[src/rtl/uart_tx_dbuf.sv]
module uart_tx_dbuf #(
  parameter int TICKS_PER_BIT = 16
) (
  input  logic       clk,
  input  logic       rst_n,
  input  logic       tx_en,
  input  logic       baud_tick,
  input  logic       wr_data,
  input  logic [7:0] wr_byte,
  input  logic       wr_bit9,
  input  logic       bit9_in,
  input  logic       clr_done,
  input  logic [3:0] char_bits,
  input  logic       par_en,
  input  logic       par_odd,
  input  logic       two_stop,
  output logic       txd,
  output logic       txd_oe,
  output logic       buf_empty,
  output logic       tx_done
);
  localparam int FRAME_W = 13;
  localparam int TW = $clog2(TICKS_PER_BIT);
  localparam int LW = $clog2(FRAME_W + 1);

  logic [3:0]         nb, par_pos;
  logic [8:0]         mask, hold_data;
  logic               stage9, hold_full, busy, active, done_q;
  logic [FRAME_W-1:0] shr, frame;
  logic [LW-1:0]      bits_left, frame_len;
  logic [TW-1:0]      tick_cnt;

  assign nb      = (char_bits < 4'd5) ? 4'd5 : (char_bits > 4'd9) ? 4'd9 : char_bits;
  assign mask    = (9'h1 << nb) - 9'h1;
  assign par_pos = nb + 4'd1;

  wire accept    = wr_data && tx_en && !hold_full;
  wire bit_end   = busy && baud_tick && (tick_cnt == TW'(TICKS_PER_BIT - 1));
  wire frame_end = bit_end && (bits_left == LW'(1));
  wire load      = hold_full && (!busy || frame_end);

  always_comb begin
    frame    = '1;
    frame[0] = 1'b0;
    for (int k = 0; k < 9; k++)
      if (k < int'(nb)) frame[4'(k + 1)] = hold_data[4'(k)];
    if (par_en) frame[par_pos] = par_odd ^ (^hold_data);
    frame_len = LW'(nb) + LW'(2) + LW'(par_en) + LW'(two_stop);
  end

  always_ff @(posedge clk or negedge rst_n) begin
    if (!rst_n) begin
      stage9    <= 1'b0;
      hold_data <= '0;
      hold_full <= 1'b0;
      busy      <= 1'b0;
      shr       <= '1;
      bits_left <= '0;
      tick_cnt  <= '0;
      done_q    <= 1'b0;
      active    <= 1'b0;
    end else begin
      if (wr_bit9) stage9 <= bit9_in;

      if (accept) begin
        hold_data <= {stage9, wr_byte} & mask;
        hold_full <= 1'b1;
      end else if (load) begin
        hold_full <= 1'b0;
      end

      if (load) begin
        shr       <= frame;
        bits_left <= frame_len;
        tick_cnt  <= '0;
        busy      <= 1'b1;
      end else if (busy && baud_tick) begin
        if (bit_end) begin
          shr       <= {1'b1, shr[FRAME_W-1:1]};
          bits_left <= bits_left - LW'(1);
          tick_cnt  <= '0;
          if (frame_end) busy <= 1'b0;
        end else begin
          tick_cnt <= tick_cnt + TW'(1);
        end
      end

      if (frame_end && !hold_full && !accept) done_q <= 1'b1;
      else if (accept || clr_done)            done_q <= 1'b0;

      if (tx_en)                     active <= 1'b1;
      else if (!hold_full && !busy)  active <= 1'b0;
    end
  end

  assign txd       = busy ? shr[0] : 1'b1;
  assign txd_oe    = active;
  assign buf_empty = !hold_full;
  assign tx_done   = done_q;

  assert_fill_on_write_R6: assert property (@(posedge clk) disable iff (!rst_n)
    accept |=> !buf_empty);
  assert_hold_kept_R3: assert property (@(posedge clk) disable iff (!rst_n)
    (hold_full && !load) |=> $stable(hold_data));
  assert_handover_R7: assert property (@(posedge clk) disable iff (!rst_n)
    (frame_end && hold_full) |=> (busy && !txd && !tx_done));
  assert_done_quiet_R8: assert property (@(posedge clk) disable iff (!rst_n)
    $rose(tx_done) |-> (buf_empty && txd));
  assert_release_R11: assert property (@(posedge clk) disable iff (!rst_n)
    $fell(txd_oe) |-> (!busy && buf_empty && !$past(tx_en)));
  assert_line_idle_R11: assert property (@(posedge clk) disable iff (!rst_n)
    !txd_oe |-> txd);
endmodule

[config.mk]
export PLATFORM = sky130hd
export DESIGN_NAME = uart_tx_dbuf
export DESIGN_NICKNAME = d
export VERILOG_FILES = /design/src/rtl/uart_tx_dbuf.sv
export SDC_FILE = /design/constraint.sdc
export NUM_CORES = 1
export LEC_CHECK = 0
export BUFFER_PORTS_ARGS = -buffer_cell sky130_fd_sc_hd__buf_2
export CORE_AREA = 5 5 67 69
export DETAILED_ROUTE_END_ITERATION = 6
export DIE_AREA = 0 0 72 74
export GPL_ROUTABILITY_DRIVEN = 0
export GPL_TIMING_DRIVEN = 0
export MAX_ROUTING_LAYER = met4
export PLACE_DENSITY = 0.76
export SLEW_MARGIN = 20
export SYNTH_ARGS = -nofsm -noshare
export SYNTH_HDL_FRONTEND = slang
export SYNTH_SLANG_ARGS = --single-unit
[constraint.sdc]
create_clock -name clk -period 2.4 [get_ports clk]
set_input_delay 0.6 -clock clk [delete_from_list [all_inputs] [get_ports clk]]
set_output_delay 0.6 -clock clk [all_outputs]
set_load 0.03 [all_outputs]
* Word-level counts from Yosys, hierarchy flattened
Cells that the tools add are included.
Word-level totals: register bits after elaboration 35, input port bits 23, output and inout bits 4, word-level logic and storage cells 89
Cells by class: add/sub/neg operators 7, order comparisons 11, equality and inequality tests 2, shift operators 1, muxes and demuxes 33, bitwise operators 2, reduce and logical (&&, ||, !) cells 24
Operator list (number):
- 13-bit two-way mux | 4
- 4-bit two-way mux | 8
- 1-bit two-way mux | 19
- 13-bit bitwise mux | 1
- 3-bit by 4-bit less-than comparator with 1-bit output (first input constant) | 3
- 2-bit nonzero test | 6
- 1-bit logical AND | 10
- 9-bit bitwise AND | 1
- 9-bit XOR reduction | 1
- 1-bit by 4-bit left shift with 9-bit output (first input constant) | 1
- 9-bit by 1-bit subtractor with 9-bit output (second input constant) | 1
- 4-bit by 1-bit adder with 4-bit output | 2
- 4-bit by 1-bit adder with 4-bit output (second input constant) | 2
- 1-bit by 4-bit less-than comparator with 1-bit output (first input constant) | 2
- 2-bit by 4-bit less-than comparator with 1-bit output (first input constant) | 2
- 4-bit by 5-bit less-than comparator with 1-bit output (second input constant) | 1
- 4-bit by 2-bit adder with 4-bit output (second input constant) | 1
- 1-bit demux with 4-bit select | 1
- 4-bit by 1-bit equality test with 1-bit output (second input constant) | 1
- 4-bit equality test (second input constant) | 1
- 4-bit by 1-bit greater-or-equal comparator with 1-bit output (second input constant) | 1
- 4-bit > comparator (second input constant) | 1
- 4-bit by 3-bit less-than comparator with 1-bit output (second input constant) | 1
- 4-bit by 1-bit subtractor with 4-bit output (second input constant) | 1
- 5 further kinds | 8

* Longest topological paths before layout
Gate-level depths: netlist of run 1.
depth in word-level cells 11, gate-level depth with buffers 10, mapped depth without buffers 9

* Least setup slack after synthesis of run 1
No wires, ideal clock.
kind input port to flip-flop, start point input port char_bits[2], end point register shr[2], setup time 0.084 ns, arrival time 2.065 ns, data required time 2.316 ns, path slack 0.251 ns, stages on the path 9, buffers on the path 1, cell sequence and2_1 > clkbuf_1 > and3_1 > ha_1 > nand2b_1 > nor3_1 > or3_1 > a22oi_1 > a31oi_1
Between the ends: cells in the longest elaborated chain, start to end 11, elaborated cells on any way between the ends 15, classes of those cells add/sub (1); order compare (5); mux (8); reduce/logical (1)
Ends and longest elaborated chain:
- from (decl) | RTL line 13 | input logic [3:0] char_bits,
- 4-bit > comparator | RTL line 33 | assign nb = (char_bits < 4'd5) ? 4'd5 : (char_bits > 4'd9) ? 4'd9 : char_bits;
- 4-bit two-way mux | RTL line 33
- 4-bit two-way mux (*) | RTL line 33
- 4-bit by 1-bit adder with 4-bit output | RTL line 35 | assign par_pos = nb + 4'd1;
- 4-bit by 5-bit less-than comparator with 1-bit output (implied by the code) or 4-bit by 1-bit greater-or-equal comparator with 1-bit output (tied branches) | RTL line 47 | if (par_en) frame[par_pos] = par_odd ^ (^hold_data);
- 1-bit logical AND (implied by the code) | RTL line 47
- 1-bit two-way mux (implied by the code) | RTL line 47
- 1-bit demux with 4-bit select | RTL line 47
- 13-bit bitwise mux | RTL line 47
- 13-bit two-way mux (*) | RTL line 47
- 13-bit two-way mux (*) | RTL line 72 | if (load) begin
- to (signal assigned) | RTL line 73 | shr <= frame;
- to (signal assigned) | RTL line 79 | shr <= {1'b1, shr[FRAME_W-1:1]};
- to (decl) | RTL line 29 | logic [FRAME_W-1:0] shr, frame;
Every way passes the cells marked *; elsewhere a longest branch is shown, timed or not. A chain may end at the register's enable or synchronous reset.

* Worst setup path in the final report of run 1
Same ends and word-level chain as after synthesis.

==> summary.txt, run 1 <==
Status
  • Status: complete, no violations

Power
  • Sw Share: 39.2%
  • Combinational power share: 40.7%
  • Int Pwr: 1.53 mW
  • Net Sw Power: 0.985 mW
  • Leak pwr: 1.02 nW
  • Maximum VDD drop: 0.000638 V
  • Clock power frac: 17.9%
  • Flop pwr share: 41.4%
  • Power Density: 1060 nW/um^2

STA
  • Hold Violations, Final: 0
  • Worst slew pin tran: 0.774 ns
  • Post-layout minimum cycle time: 2.21 ns
  • Unrepaired setup endpoints after global routing: no
  • Final Skew: 0.00776 ns
  • Final setup viols: 0
  • Max-slew violation count: 0
  • Post-route setup TNS: 0 ns
  • Max-slew headroom: 48.4%
  • Final period utilization: 92.1%
  • Fmax: 0.452 GHz

Clocking
  • Clock buffer depth: 2
  • Clock slew at reported path FFs: 0.08 ns
  • Clock Sinks: 35
  • Root Driver: clkbuf_8
  • CTS tree: yes
  • TritonCTS Buffers: 5
  • H-tree depth: 2
  • Worst skew pair latency: 0.30 ns

Worst setup path
  • Max stage delay cell, worst path: ha_1
  • Worst EP required: 2.63 ns
  • Worst-path fanout max: 7
  • Endpoint class of the critical path: flip-flop
  • Max stage delay on crit path: 0.29 ns
  • Arrival @ worst endpoint: 2.44 ns
  • CP startpoint kind: input port
  • R2R Setup Slk: 0.33 ns
  • Worst-path cell chain: buf_2 > and2_1 > clkbuf_1 > and3_1 > ha_1 > nand2b_1 > nor3_1 > or3_1 > a22oi_1 > a31oi_1
  • CP Class: input port to flip-flop

Synth
  • Syn. warnings: 0
  • Register area share after synthesis: 42.9%
  • Top-count cell post-synth: nand2_1
  • Ys async rst share: 100%
  • Library cells used by synthesis: 44
  • Synth Cell Area: 2080 um^2
  • Syn Area/Cell: 8.84 um^2
  • Post-synth EDFFs: 0
  • Post-synth top flop: dfrtp_1
  • #FFs+latches synth: 35
  • Gate Count Post-Synth: 235
  • Largest cells by area after synthesis: dfrtp_1 (26%), dfstp_2 (16%), nand2_1 (8.7%)
  • Synth area leader: dfrtp_1
  • Synth top cells by count: nand2_1 (48), dfrtp_1 (22), o21ai_0 (22)
  • Top-area cell type share of the netlist area: 26.5%

Final layout
  • Fin nets: 299
  • # diodes: 0
  • Final Instance Area: 2370 um^2
  • FF+latch area: 892 um^2
  • Area delta synth->final: 14.0%
  • Fill count: 353
  • Multi-input gate area: 1110 um^2
  • Layout cells sized above 1: 22.3%

GRT
  • Vias in the first global route: 1722
  • Initial antenna violation count: 0
  • Grt total ovfl: 0
  • Total track usage: 19.7%
  • Pin count of the biggest net entering global routing: 36
  • First-pass GRT wire length: 8000 um

Flow run
  • Max Cap Viol: 0

Route
  • Vias per Instance: 5.50
  • Iteration-0 DRC Markers: 100
  • WL/cell: 14.1 um
  • Routed vias: 1756
  • Drc violations: 0
  • DRT antenna net count: 0
  • Routed wire length: 4490 um
  • Pre-antenna DRT Iters: 4

Die
  • # rows: 23
  • Core area: 3860 um^2
  • Die Span Y: 74 um
  • Die area: 5330 um^2
  • Initial Utilization: 53.9%
  • # IOs: 27
  • Die Wd: 72 um

Place
  • HPWL after detailed placement: 3340 um
  • Port bufs: 25
  • DP Area: 2270 um^2

Worst hold path
  • HP Class: input port to async pin
cell families (layout without fill, tap and decap cells):
kind of cell	after synthesis	count (layout)	share of synthesized area, %
mux	6	6	3.07
compound gates	55	55	16.1
other cells	1	2	0.180
buf+inv	19	52	3.91
flops	35	35	42.9
simple gates	97	97	21.3
xor+xnor	14	14	7.35
fa+ha+maj	8	8	5.18
cell type report:
cell class                 instances  share of cell area, %
clock buffer                       5                   2.91
buffer                            12                   2.32
timing repair buffer              25                   5.28
multi-input combinational        182                   47.1
clock inverter                     3                   1.00
tap                               50                   2.64
sequential                        35                   37.7
inverter                           7                   1.11
worst paths after layout:
path / startpoint / to / cells past startpoint
max in group asynchronous: rst_n / bits_left[2] / 1
worst min register to register: shr[8] / shr[8] / 2
worst min-delay path: rst_n / stage9 / 1
min in group clk: shr[8] / shr[8] / 2
worst max-delay path: char_bits[2] / shr[2] / 10
worst max register to register: bits_left[1] / shr[8] / 8
worst max-delay path, delay by kind of cell:
family	cells	cell delay, ns
buf+inv	2	0.27
fa+ha+maj	1	0.29
simple gates	5	1.03
compound gates	2	0.23
timing repair:
action | in CTS | in global routing
setup buffers | 0 | 0
endpoints found under the hold margin | 0 | 0
resized for setup | 0 | 1
setup endpoints to repair | 0 | 1
hold buffers | 0 | 0
metal layers:
layer	routed length (um)	up-vias	track usage, %
met4	55	0	5.64
met1	2070	836	25.3
met5	0	-	-
met2	2180	27	32.0
li1	-	886	-
met3	182	7	3.65
cells in the final DEF (no fill, tap or decap), types with 2 or more instances in the layout:
cell type,n
mux2_2,3
nand2b_1,5
xnor2_2,2
dfstp_2,13
nor3_1,2
a31oi_1,5
a221oi_1,2
nor4_1,3
conb_1,2
buf_4,2
o21ai_0,22
o22ai_1,4
and3_1,4
buf_2,27
clkbuf_1,7
nand4_1,3
ha_1,7
or3_1,2
inv_1,7
nand3_1,6
and2_1,3
xor2_1,3
a21oi_1,12
nor2_1,16
nand2_1,48
xnor2_1,8
dfrtp_1,22
mux2i_1,3
o32ai_1,2
clkinvlp_4,2
clkbuf_8,5
power groups by stage:
| stage | logic (mW) | registers [mW] | clock network (mW) |
|---|---|---|---|
| 2_1_floorplan | 0.819 | 1.00 | 0 |
| 3_3_place_gp | 0.995 | 1.04 | 0 |
| 5_1_grt | 1.14 | 1.07 | 0.490 |
| 4_1_cts | 1.03 | 1.04 | 0.458 |
| 3_5_place_dp | 1.02 | 1.05 | 0 |
| 6_report | 1.02 | 1.04 | 0.451 |
metrics by stage:
| step | setup slack (ns) | power, mW | cells | hold WS [ns] | utilization (%) |
|---|---|---|---|---|---|
| after global routing | 0.000837 | 2.70 | 319 | 0.451 | 61.4 |
| after global placement | -0.181 | 2.04 | 311 | 0.459 | 58.9 |
| after floorplan | 0.251 | 1.82 | 236 | 0.304 | - |
| after detailed placement | -0.173 | 2.07 | 311 | 0.462 | 58.9 |
| after CTS | 0.116 | 2.53 | 319 | 0.408 | 61.3 |
| final | 0.190 | 2.52 | 319 | 0.374 | 61.4 |
state kept, by name, indices dropped and copies added, names as in the netlist:
name,flops
shr,13
hold_data,9
bits_left,4
tx_done,1
tick_cnt,4
txd_oe,1
busy,1
hold_full,1
stage9,1
Note: power is estimated with default switching activity, not from simulation.
==> run 2: changes to the inputs <==
Settings changed: PLACE_DENSITY 0.76 to 0.83.
==> run 2 against run 1 <==
Against the previous run:
- sequential share of layout area down 0.63 points
- register-to-register slack about the same
- critical path depth unchanged
- flip-flop and latch count unchanged
- via count up 2.0%
- design area up 1.7%
- first-iteration DRC count up 8.0%
- count of clock-buffer cells in the layout up 1
- sequential power about the same
- non-clock buffer count unchanged
- critical path type unchanged
- largest cell class unchanged
- highest routed layer unchanged
==> summary.txt, run 2 (synthesis gave the netlist of run 1 again) <==
Final layout
  • Fill count: 341 (-3.4%)
  • Layout Utilization: 62.5% (+1.0 points)
  • # diodes: 0 (unchanged)
  • Area delta synth->final: 15.9%
  • Max FFs per register: 13 (unchanged)
  • Layout cells sized above 1: 21.9% (-0.37 points)
  • Fin nets: 299 (unchanged)
  • Final non-filler cell total: 319 (unchanged)
  • Most common cell after layout, fill and taps aside: nand2_1
  • Commonest cells after routing, fill and taps aside: nand2_1 (48), buf_2 (27), o21ai_0 (22), dfrtp_1 (22), nor2_1 (16)
  • Final Instance Area: 2410 um^2 (+1.7%)
  • Biggest register: shr
  • Biggest regs: shr (13), hold_data (9)

STA
  • Fmax: 0.451 GHz (-0.37%)
  • Max-slew headroom: 48.0% (-0.44 points)
  • Worst slew pin tran: 0.781 ns (+0.00666 ns)
  • Post-layout minimum cycle time: 2.22 ns (+0.00827 ns)
  • Final Skew: 0.00873 ns (+0.000965 ns)
  • Max-slew violation count: 0 (unchanged)
  • Final period utilization: 92.4% (+0.34 points)
  • Hold Violations, Final: 0 (unchanged)
  • Unrepaired setup endpoints after global routing: no
  • Post-route setup TNS: 0 ns (unchanged)
  • Hold Worst Slack: 0.378 ns (+0.00324 ns)
  • Setup WS post-layout: 0.182 ns (-0.00827 ns)
  • Final setup viols: 0 (unchanged)

Power
  • Maximum VDD drop: 0.000968 V (+52%)
  • Sw Share: 35.9% (-3.3 points)
  • Clock power frac: 23.6% (+5.7 points)
  • Power Density: 1130 nW/um^2 (+6.0%)
  • Total power: 2.71 mW (+7.8%)
  • Combinational power share: 37.9% (-2.8 points)
  • Net Sw Power: 0.973 mW (-1.3%)
  • Flop pwr share: 38.4% (-3.0 points)
  • Int Pwr: 1.74 mW (+14%)
  • Leak pwr: 1.04 nW (+2.4%)

Route
  • Drc violations: 0 (unchanged)
  • Vias per Instance: 5.61 (+2.0%)
  • Iteration-0 DRC Markers: 108 (+8.0%)
  • Routed vias: 1791 (+2.0%)
  • Top layer in use: met4
  • DRT antenna net count: 0 (unchanged)
  • Met3 WL post-DR: 217 um (+19%)
  • WL/cell: 14.3 um (+1.9%)
  • Pre-antenna DRT Iters: 4 (unchanged)
  • Met1 wire length: 2070 um (+0.24%)
  • Met2 routed WL: 2190 um (+0.41%)
  • Routed wire length: 4570 um (+1.9%)

GRT
  • Initial antenna violation count: 0 (unchanged)
  • Total track usage: 19.4% (-0.29 points)
  • Vias in the first global route: 1681 (-2.4%)
  • First-pass GRT wire length: 7690 um (-3.9%)
  • Grt total ovfl: 0 (unchanged)
  • Pin count of the biggest net entering global routing: 36 (unchanged)

Die
  • Core area: 3860 um^2 (unchanged)
  • Die area: 5330 um^2 (unchanged)
  • Die Span Y: 74 um (unchanged)
  • # IOs: 27 (unchanged)
  • # rows: 23 (unchanged)
  • Die Wd: 72 um (unchanged)
  • Initial Utilization: 53.9% (unchanged)

Clocking
  • H-tree depth: 2 (unchanged)
  • Clock Sinks: 35 (unchanged)
  • Hold Buf Count CTS: 0 (unchanged)
  • Root Driver: clkbuf_8
  • TritonCTS Buffers: 5 (unchanged)
  • Clock buffer depth: 2 (unchanged)
  • Worst skew pair latency: 0.30 ns (about the same)
  • CTS tree: yes
  • Clock slew at reported path FFs: 0.07 ns (about the same)

Worst setup path
  • Critical path buffers and inverters: 2 (unchanged)
  • Max stage delay on crit path: 0.29 ns (about the same)
  • Endpoint class of the critical path: flip-flop
  • Arrival @ worst endpoint: 2.44 ns (about the same)
  • FF-to-FF End: shr[5]
  • Max stage delay cell, worst path: nor3_1
  • RR Startpoint: bits_left[1]
  • CP Class: input port to flip-flop
  • Worst-path fanout max: 7 (unchanged)
  • Worst-path cell chain: buf_2 > and2_1 > clkbuf_1 > and3_1 > ha_1 > nand2b_1 > nor3_1 > or3_1 > a22oi_1 > a31oi_1
  • Top Family by Delay on Critical Path: simple AND/OR/NAND/NOR gates
  • CP startpoint kind: input port
  • Worst EP required: 2.63 ns (about the same)
  • Path depth of the worst reg2reg path: 8 (unchanged)
  • R2R Setup Slk: 0.32 ns (about the same)

Flow run
  • Max Cap Viol: 0 (unchanged)

Worst hold path
  • HP Class: input port to async pin

Place
  • Placed insts: 311 (unchanged)
  • HPWL after detailed placement: 3270 um (-2.0%)
  • Port bufs: 25 (unchanged)
  • DP Area: 2270 um^2 (unchanged)
  • Setup WS pre-CTS: -0.163 ns (+0.00998 ns)

Status
  • Status: complete, no violations
## run 2: cell types whose count changed in the layout (fill, tap and decap cells not counted), sizes merged
cell	previous run	this run
clkbuf	12	13
inv	8	7
clkinvlp	2	0
bufinv	0	2
## run 2: worst max-delay path by stage
stage | startpoint | endpoint | slack (ns) | depth (start not counted)
5_1_grt | char_bits[2] | shr[2] | 0.1 | 10
2_1_floorplan | char_bits[2] | shr[2] | 0.25 | 9
3_3_place_gp | char_bits[2] | shr[3] | -0.18 | 9
6_report | char_bits[2] | shr[2] | 0.18 | 10
4_1_cts | char_bits[2] | shr[3] | 0.12 | 9
3_5_place_dp | char_bits[2] | shr[3] | -0.16 | 9
## run 2: final cells by class
type	instances	area (um^2)	area share (%)
Multi-Input combinational cell	182	1110	46.3
Sequential cell	35	892	37.0
Timing Repair Buffer	25	125	5.19
Clock buffer	6	72.6	3.01
Tap cell	50	62.6	2.60
Clock inverter	2	60.1	2.49
Buffer	12	55.1	2.29
Inverter	7	26.3	1.09
## run 2: worst register-to-register path, stage by stage (launching register included)
cell	delay [ns]
dfrtp_1	0.40
inv_1	0.08
ha_1	0.13
or3b_1	0.45
o21ai_2	0.23
nand2_1	0.22
clkbuf_1	0.28
nor2_1	0.16
a31oi_1	0.05
## run 2: power groups by stage
stage	registers, mW	logic [mW]	clock network (mW)
2_1_floorplan	1.00	0.819	0
3_5_place_dp	1.05	1.01	0
5_1_grt	1.08	1.14	0.666
4_1_cts	1.04	1.03	0.642
6_report	1.04	1.03	0.641
3_3_place_gp	1.04	0.995	0
## run 2: metal layers
layer | global-route usage [%] | vias to the layer above
met2 | 31.4 | 50
met4 | 8.14 | 0
met3 | 3.92 | 10
met1 | 23.8 | 855
li1 | - | 876
met5 | - | -
## run 2: repair_timing
| action | CTS | global route |
|---|---|---|
| setup endpoints to repair | 0 | 1 |
| gates resized for setup | 0 | 1 |
| buffers inserted | 0 | 0 |
==> run 3: changes to the inputs <==
--- a/config.mk
+++ b/config.mk
@@ -15,3 +15,3 @@
 export PLACE_DENSITY = 0.83
-export SLEW_MARGIN = 20
+export SLEW_MARGIN = 25
 export SYNTH_ARGS = -nofsm -noshare
==> constraint.sdc (replaced) <==
create_clock -name clk -period 2.4 [get_ports clk]
set_input_delay 0.24 -clock clk [delete_from_list [all_inputs] [get_ports clk]]
set_output_delay 0.24 -clock clk [all_outputs]
set_load 0.03 [all_outputs]
==> run 3 against run 2 <==
Against the previous run:
- die area is the same
- routed wire length grew 1.2%
- count of clock-buffer cells in the layout is the same
- clock skew shrank 0.0025 ns
- total power is essentially flat
- non-clock buffer count is the same
- largest cell class unchanged
==> summary.txt, run 3 (synthesis gave the netlist of run 1 again) <==
Final layout
  • Biggest regs: shr (13), hold_data (9)
  • Commonest cells after routing, fill and taps aside: nand2_1 (48), buf_2 (27), o21ai_0 (22), dfrtp_1 (22), nor2_1 (16)
  • Layout cells sized above 1: 21.6% (-0.37 points)
  • Layout Utilization: 62.3% (-0.16 points)
  • Max FFs per register: 13 (unchanged)
  • Final non-filler cell total: 319 (unchanged)
  • # diodes: 0 (unchanged)
  • Most common cell after layout, fill and taps aside: nand2_1
  • Biggest register: shr
  • Fin nets: 299 (unchanged)
  • Area delta synth->final: 15.6%
  • Final Instance Area: 2400 um^2 (-0.26%)

Clocking
  • Post-CTS Setup Bufs: 0 (unchanged)
  • TritonCTS Buffers: 5 (unchanged)
  • Worst skew pair latency: 0.30 ns (about the same)
  • CTS tree: yes
  • Clock Sinks: 35 (unchanged)
  • Hold Buf Count CTS: 0 (unchanged)
  • Root Driver: clkbuf_8
  • Post-CTS Resized: 0 (unchanged)
  • Clock buffer depth: 2 (unchanged)
  • Clock slew at reported path FFs: 0.07 ns (about the same)
  • H-tree depth: 2 (unchanged)

Worst setup path
  • Top Family by Delay on Critical Path: simple AND/OR/NAND/NOR gates
  • Max stage delay on crit path: 0.44 ns (+0.15 ns)
  • Max stage delay cell, worst path: or3b_1
  • Worst-path cell chain: inv_1 > ha_1 > or3b_1 > o21ai_2 > nand2_1 > clkbuf_1 > nor2_1 > a31oi_1
  • CP startpoint kind: flip-flop
  • CP Class: flip-flop to flip-flop
  • Worst EP required: 2.61 ns (-0.02 ns)
  • Worst-path fanout max: 10 (+3)
  • Arrival @ worst endpoint: 2.28 ns (-0.16 ns)
  • Endpoint class of the critical path: flip-flop
  • Critical path buffers and inverters: 2 (unchanged)

GRT
  • Grt total ovfl: 0 (unchanged)
  • First-pass GRT wire length: 7690 um (unchanged)
  • Initial antenna violation count: 0 (unchanged)
  • Vias in the first global route: 1681 (unchanged)
  • Pin count of the biggest net entering global routing: 36 (unchanged)
  • Total track usage: 19.4% (unchanged)

Power
  • Leak pwr: 1.04 nW (about the same)
  • Maximum VDD drop: 0.000965 V (-0.35%)
  • Power Density: 1130 nW/um^2 (+0.20%)

STA
  • Final Skew: 0.00627 ns (-0.00246 ns)
  • Post-layout minimum cycle time: 2.07 ns (-0.145 ns)
  • Hold Worst Slack: 0.0122 ns (-0.366 ns)
  • Final setup viols: 0 (unchanged)
  • Fmax: 0.482 GHz (+7.0%)
  • Unrepaired setup endpoints after global routing: no
  • Final period utilization: 86.4% (-6.1 points)
  • Post-route setup TNS: 0 ns (unchanged)
  • Worst slew pin tran: 0.777 ns (-0.00323 ns)
  • Hold Violations, Final: 0 (unchanged)
  • Max-slew violation count: 0 (unchanged)
  • Max-slew headroom: 48.2% (+0.22 points)

Place
  • DP Area: 2270 um^2 (unchanged)
  • Port bufs: 25 (unchanged)
  • HPWL after detailed placement: 3270 um (unchanged)
  • Placed insts: 311 (unchanged)

Route
  • Routed vias: 1791 (unchanged)
  • Routed wire length: 4630 um (+1.2%)
  • Pre-antenna DRT Iters: 5 (+1)
  • Vias per Instance: 5.61 (unchanged)
  • WL/cell: 14.5 um (+1.2%)
  • DRT antenna net count: 0 (unchanged)
  • Drc violations: 0 (unchanged)
  • Iteration-0 DRC Markers: 139 (+29%)

Status
  • Status: complete, no violations

Die
  • Die Wd: 72 um (unchanged)
  • Core area: 3860 um^2 (unchanged)
  • # IOs: 27 (unchanged)
  • Initial Utilization: 53.9% (unchanged)
  • # rows: 23 (unchanged)
  • Die Span Y: 74 um (unchanged)
  • Die area: 5330 um^2 (unchanged)

Flow run
  • Max Cap Viol: 0 (unchanged)

Worst hold path
  • HP Class: input port to async pin
## run 3: changes by cell type in the layout (fill, tap and decap cells not counted)
cell and delta:
nor4_1 +1, nor4_2 -1
## run 3: metal layers
layer | global-route usage [%] | up-vias | wire length, um
met5 | - | - | 0
met4 | 8.14 | 0 | 89
met3 | 3.92 | 12 | 259
met2 | 31.4 | 50 | 2190
met1 | 23.8 | 852 | 2090
li1 | - | 877 | -
## run 3: through the flow
stage	setup WS, ns	total power, mW
after CTS	0.351	2.71
after floorplan	0.611	1.82
after global routing	0.132	2.88
final	0.327	2.71
after detailed placement	0.197	2.07
after global placement	0.176	2.03
## run 3: path summary, 6_finish.rpt
path                         startpoint          end  slack, ns  depth (start not counted)
min in group clk                  tx_en       txd_oe       0.15                          2
max reg2reg                bits_left[1]       shr[5]       0.33                          8
max in group asynchronous         rst_n    hold_full       1.89                          1
min reg2reg                      shr[0]       shr[0]       0.47                          2
min                               rst_n  tick_cnt[3]       0.01                          1
max                        bits_left[1]       shr[5]       0.33                          8
## run 3: layout make-up
| class | instances | area (um^2) |
|---|---|---|
| well taps | 50 | 62.6 |
| plain buffers | 12 | 55.1 |
| repair buffers | 25 | 125 |
| flip-flops and latches | 35 | 892 |
| fillers | 343 | 1450 |
| clock buffers | 6 | 72.6 |
| clock inverters | 2 | 60.1 |
| inverters | 7 | 26.3 |
| multi-input cells | 182 | 1110 |
## run 3: report_power, final
part           internal [mW]  switching (mW)  leakage, nW  total (mW)
clock                  0.415           0.224       0.0654       0.640
combinational          0.467           0.559        0.570        1.03
sequential             0.856           0.188        0.404        1.04
total                   1.74           0.971         1.04        2.71
